**src/rtl/bfr_pkg.sv**
```systemverilog
package bfr_pkg;
  // Largest supported register width; checksums are carried in 7 bits.
  localparam int unsigned MAX_W = 63;

  // XOR of the addresses (index + 1) of all set bits among the lowest n bits.
  function automatic logic [6:0] addr_checksum(input logic [63:0] v, input int unsigned n);
    logic [6:0] c;
    c = '0;
    for (int i = 0; i < 64; i++) begin
      if (i < n && v[i]) c = c ^ 7'(i + 1);
    end
    return c;
  endfunction

  // Does an address select a real bit of an n-bit register?
  function automatic logic addr_in_range(input logic [6:0] a, input int unsigned n);
    return (a != 7'd0) && (int'(a) <= n);
  endfunction
endpackage

```
**src/rtl/bfr_decoder.sv**
```systemverilog
module bfr_decoder #(
  parameter int unsigned DATA_W = 8,
  parameter int unsigned CKS_W  = $clog2(DATA_W + 1)
) (
  input  logic              clk,
  input  logic              rst_n,
  input  logic              correct,
  input  logic [CKS_W-1:0]  diff,
  output logic [DATA_W-1:0] fix_vec,
  output logic              fix_req,
  output logic              bad_addr
);
  logic [CKS_W-1:0] gated_diff;
  logic             in_range;

  // The difference is only looked at when the detector asks for a repair.
  assign gated_diff = correct ? diff : '0;
  assign in_range   = bfr_pkg::addr_in_range(7'(gated_diff), DATA_W);

  genvar gi;
  generate
    for (gi = 0; gi < DATA_W; gi++) begin : g_line
      assign fix_vec[gi] = (gated_diff == CKS_W'(gi + 1));
    end
  endgenerate

  assign fix_req  = correct && in_range;
  assign bad_addr = correct && !in_range;

  // the repair vector never selects more than one bit
  p_onehot_fix_r4: assert property (@(posedge clk) disable iff (!rst_n)
    $onehot0(fix_vec));
  // an illegal address drives no repair line and no freeze
  p_bad_no_fix_r7: assert property (@(posedge clk) disable iff (!rst_n)
    bad_addr |-> (fix_vec == '0) && !fix_req);
  // a repair request always selects exactly one bit
  p_req_one_line_r5: assert property (@(posedge clk) disable iff (!rst_n)
    fix_req |-> ($countones(fix_vec) == 1));
endmodule

```
**src/rtl/bfr_bit.sv**
```systemverilog
module bfr_bit (
  input  logic clk,
  input  logic rst_n,
  input  logic d,
  input  logic ld,
  input  logic flip,
  output logic q
);
  // A flip inverts the held value; otherwise the enable chooses new data.
  always_ff @(posedge clk) begin
    if (!rst_n)    q <= 1'b0;
    else if (flip) q <= ~q;
    else if (ld)   q <= d;
  end
endmodule

```
**src/rtl/bitflip_repair_reg.sv**
```systemverilog
module bitflip_repair_reg #(
  parameter int unsigned DATA_W = 8,
  parameter int unsigned CKS_W  = $clog2(DATA_W + 1)
) (
  input  logic              clk,
  input  logic              rst_n,
  input  logic [DATA_W-1:0] d_in,
  input  logic              load,
  input  logic              correct,
  input  logic [CKS_W-1:0]  diff,
  output logic [DATA_W-1:0] q,
  output logic              stall,
  output logic              uncorrectable
);
  logic [DATA_W-1:0] fix_vec;
  logic              fix_req;
  logic              bad_addr;
  logic              load_ok;

  bfr_decoder #(.DATA_W(DATA_W), .CKS_W(CKS_W)) u_dec (
    .clk      (clk),
    .rst_n    (rst_n),
    .correct  (correct),
    .diff     (diff),
    .fix_vec  (fix_vec),
    .fix_req  (fix_req),
    .bad_addr (bad_addr)
  );

  // A pending repair stalls the functional write of the same cycle.
  assign load_ok       = load && !fix_req;
  assign stall         = fix_req;
  assign uncorrectable = bad_addr;

  genvar gb;
  generate
    for (gb = 0; gb < DATA_W; gb++) begin : g_bit
      bfr_bit u_bit (
        .clk  (clk),
        .rst_n(rst_n),
        .d    (d_in[gb]),
        .ld   (load_ok),
        .flip (fix_vec[gb]),
        .q    (q[gb])
      );
    end
  endgenerate

  // a plain write lands one edge later
  p_load_r2: assert property (@(posedge clk) disable iff (!rst_n)
    (load && !correct) |=> (q == $past(d_in)));
  // without load or repair the contents hold, whatever diff is
  p_hold_r3: assert property (@(posedge clk) disable iff (!rst_n)
    (!load && !correct) |=> $stable(q));
  // the flagged bit, and only that bit, inverts
  p_flip_r4: assert property (@(posedge clk) disable iff (!rst_n)
    stall |=> (q == ($past(q) ^ $past(fix_vec))));
  // a repair beats a same-cycle load; exactly one bit changes
  p_prio_r6: assert property (@(posedge clk) disable iff (!rst_n)
    (stall && load) |=> ($countones(q ^ $past(q)) == 1));
  // an illegal address never freezes the neighbours
  p_uncorr_r7: assert property (@(posedge clk) disable iff (!rst_n)
    uncorrectable |-> !stall);
  // an illegal address with no load leaves the data alone
  p_uncorr_hold_r7: assert property (@(posedge clk) disable iff (!rst_n)
    (uncorrectable && !load) |=> $stable(q));
  // the checksum moves by exactly the repaired address
  p_cks_r8: assert property (@(posedge clk) disable iff (!rst_n)
    stall |=> (bfr_pkg::addr_checksum(64'(q), DATA_W) ==
               (bfr_pkg::addr_checksum(64'($past(q)), DATA_W) ^ 7'($past(diff)))));

  initial begin
    p_width_ok: assert (DATA_W >= 1 && DATA_W <= bfr_pkg::MAX_W);
  end
endmodule

```
**config.mk**
```make
export PLATFORM = sky130hd
export DESIGN_NAME = bitflip_repair_reg
export DESIGN_NICKNAME = d
export VERILOG_FILES = /design/src/rtl/bfr_pkg.sv /design/src/rtl/bfr_decoder.sv /design/src/rtl/bfr_bit.sv /design/src/rtl/bitflip_repair_reg.sv
export SDC_FILE = /design/constraint.sdc
export NUM_CORES = 1
export LEC_CHECK = 0
export CORE_AREA = 5 5 42 44
export CTS_CLUSTER_SIZE = 24
export DETAILED_ROUTE_END_ITERATION = 12
export DIE_AREA = 0 0 47 49
export DONT_BUFFER_PORTS = 1
export GPL_ROUTABILITY_DRIVEN = 0
export PLACE_DENSITY_LB_ADDON = 0.2
export SLEW_MARGIN = 20
export SYNTH_ARGS = -nofsm -noshare
export SYNTH_HDL_FRONTEND = slang
export SYNTH_SLANG_ARGS = --single-unit
```
**constraint.sdc**
```tcl
create_clock -name clk -period 1.7 [get_ports clk]
set_input_delay 0.34 -clock clk [delete_from_list [all_inputs] [get_ports clk]]
set_output_delay 0.34 -clock clk [all_outputs]
set_load 0.005 [all_outputs]
```
==> implementation parameters <==
Parameter                              Value

Route
  Top Metal Used ... met4
  DRC violations left ... 0
  Routed metal-1 wire length ... 613 µm
  Total length of routed met2 wires ... 519 µm
  Post-Route WL ... 1.30 mm
  Detail Route met3 WL ... 147 µm
  First-iteration detailed-routing DRC count ... 11
  Routed len/inst ... about 17 µm
  Number of detailed-route iterations in the first pass ... 4
  Number of vias in the routed layout ... 469
  Remaining number of nets flagged by the antenna check after routing ... 0
  Avg Vias per Cell ... 6.17

Synth
  Dominant combinational cell family by area after synthesis ... compound AO/OA/AOI/OAI gates
  #FFs+latches synth ... 8
  Synth Flop Type ... dfxtp_1
  Number of enable-type register cells in the synthesized netlist ... 0
  Count of mapped cells out of synthesis ... 68
  Post-synthesis area per instance ... 8.46 µm²
  Portion of the post-synthesis area used by sequential elements ... 27.8%
  Fraction of synthesis flops using an asynchronous set or reset pin ... 0%
  Count of warnings emitted by yosys ... 0
  Cell Area, Synth ... 576 µm²
  Adder and majority gate portion of the synthesized area ... 0%
  Synthesized net count ... 84
  Post-synthesis compound-gate area fraction ... 38.7%
  Mux share of post-synthesis cell area ... 0%
  Simple-gate share of the synthesized area ... 17.6%
  Parity-gate share of the synthesized area counting xor and xnor cells ... 0%
  Count of cell types in the netlist ... 27

Critical path
  R2R cell count ... 2
  Path type of the worst setup path ... in2out
  Critical Path Source Type ... primary input
  Maximum fanout encountered on the critical timing path ... 6
  Worst EP arrival ... 1250 ps
  Slack of the worst reg-to-reg path ... 830 ps
  Required time worst endpoint ... approximately 1400 ps
  Worst Setup End Kind ... output port
  Worst R2R End ... g_bit[4].u_bit.q
  Launch point of the worst reg-to-reg path ... g_bit[4].u_bit.q

Timing
  Layout Skew ... 0 ps
  Fin crit period ... 1590 ps
  Slew headroom ... 79.8%
  Transition time at the pin with the least slew margin ... 300 ps
  Final hold violations ... 0
  Max Fclk ... between 0.6 and 0.7 GHz
  Max-slew violation count ... 0
  Smallest setup slack after layout ... 113 ps
  Setup repair after global routing missed its margin ... no
  Post-route clock period utilization ... 93.3%
  Setup total negative slack ... 0 ps
  Count of endpoints failing setup in the final report ... 0

Layout
  Syn-to-layout area delta ... -5.87%
  Max FFs per register ... 8
  Largest registers ... g_bit.u_bit.q x8
  Ant. Diodes ... 0
  Leading cell type in the layout, fill and taps excluded ... a211oi_1
  Proportion of layout cells with a drive suffix above 1 ... between 10% and 20%
  Total non-filler cell area in the finished layout ... 542 µm²
  Fill count ... ~160
  Leading cell types in the layout, fill and taps excluded ... a211oi_1 (10), dfxtp_1 (8), nand2_1 (5)
  Largest register by flop count ... g_bit.u_bit.q
  Utilization after layout ... 38.7%
  Nets@finish ... 78
  Count of non-filler cells in the finished layout ... 76

Floorplanning
  Initial Utilization ... 41.1%
  Number of placed I/O pins ... 26
  DIE HEIGHT ... 49 µm
  Width of the die ... ~47 µm
  Core Region ... 1400 µm²
  Die area ... approximately 2300 µm²
  Row count ... 14

Clocking
  CTS sink cnt ... 8
  Clk_lat worst skew ... roughly 250 ps
  Number of buffers created by CTS ... 3
  TritonCTS clock tree ... yes
  Root cell of the clock tree ... clkbuf_4
  H-tree depth ... 1
  Number of buffers added to fix hold violations after cts ... 0
  Number of resized instances in the post-cts repair step ... 0
  CTS Buffer Depth ... 2
  Post-CTS setup buffers ... 0
  Worst-path clk slew ... 60 ps

Min path
  Worst hold path depth ... 2
  Critical hold path startpoint ... d_in[7]
  Hold Path End ... g_bit[7].u_bit.q
  Worst hold-check path type ... in2reg

Status
  Run status ... finished, final reports clean

Global routing
  Global-route usage over all layers ... 13.6%
  Residual overflow from global routing ... 0
  Initial antenna violation count ... 0
  Maximum number of pins on one net before global-route repair ... 10
  Via count of the first global-routing pass ... 519
  Wire length of the first global-routing pass ... 2.30 mm

Job
  Maximum capacitance violations ... 0

Place
  Post-Place Cell Area ... 519 µm²
  Setup Slack @ Placement ... 91.6 ps
  Cell count after placement ... 73
  PortBufs ... 0
  Sum of net half-perimeters after detailed placement ... 981 µm

Power and ir drop
  Leakage dissipation ... 0.169 nW
  PwrDens ... just over 800 nW/µm²
  Max IR drop VDD ... 0.000255 V
through the flow:
stage	total power [mW]	hold WS (ps)
after global placement	0.292	492
after global routing	0.472	240
after detailed placement	0.293	497
after CTS	0.443	231
final	0.437	236
after floorplan	0.309	442
cell type report:
| cell class | count | area [µm²] | area share (%) |
|---|---|---|---|
| multi-input cells | 46 | 324 | 59.8 |
| repair buffers | 1 | 7.51 | 1.39 |
| well taps | 16 | 20.0 | 3.70 |
| flip-flops and latches | 8 | 160 | 29.6 |
| inverters | 2 | 7.51 | 1.39 |
| clock buffers | 3 | 22.5 | 4.16 |
kinds of logic after synthesis:
| logic type | Yosys count |
|---|---|
| simple gates | 19 |
| compound gates | 27 |
| flops | 8 |
| buf+inv | 14 |
layer usage:
metal	vias to the layer above	global-route usage, %
met5	-	0
met4	0	8.29
met3	2	7.01
met2	21	17.2
met1	204	17.4
li1	242	-
how the worst max path moves through the flow:
stage / cells after the start / start / to
global route: 3 / diff[1] / uncorrectable
floorplan: 4 / diff[3] / uncorrectable
detailed placement: 4 / diff[1] / g_bit[0].u_bit.q
finish: 3 / diff[1] / uncorrectable
CTS: 3 / diff[1] / uncorrectable
global placement: 4 / diff[1] / g_bit[4].u_bit.q
cells in the mapped netlist (2+ instances only):
library cell | n | area share, %
a211oi_1 | 10 | 13
nand3_1 | 2 | 1.7
nand2_1 | 5 | 3.3
nor3_1 | 3 | 2.6
nor2_1 | 2 | 1.3
nor2b_1 | 2 | 2.2
a221oi_1 | 3 | 4.6
inv_1 | 2 | 1.3
dfxtp_1 | 8 | 28
o22ai_1 | 2 | 2.2
clkbuf_1 | 2 | 1.3
a31oi_1 | 2 | 2.2
o21bai_1 | 4 | 5.2
buf_4 | 8 | 10
worst max-delay path, stage by stage:
cell,delay (ps)
or4_4,540
and3_1,210
nor2b_1,150
where the power goes:
group | total (mW) | switching (mW) | internal [mW]
Combinational | 0.0702 | 0.0354 | 0.0348
Clock | 0.149 | 0.0677 | 0.0810
Sequential | 0.218 | 0.0147 | 0.203
(Power assumes the default switching activity.)
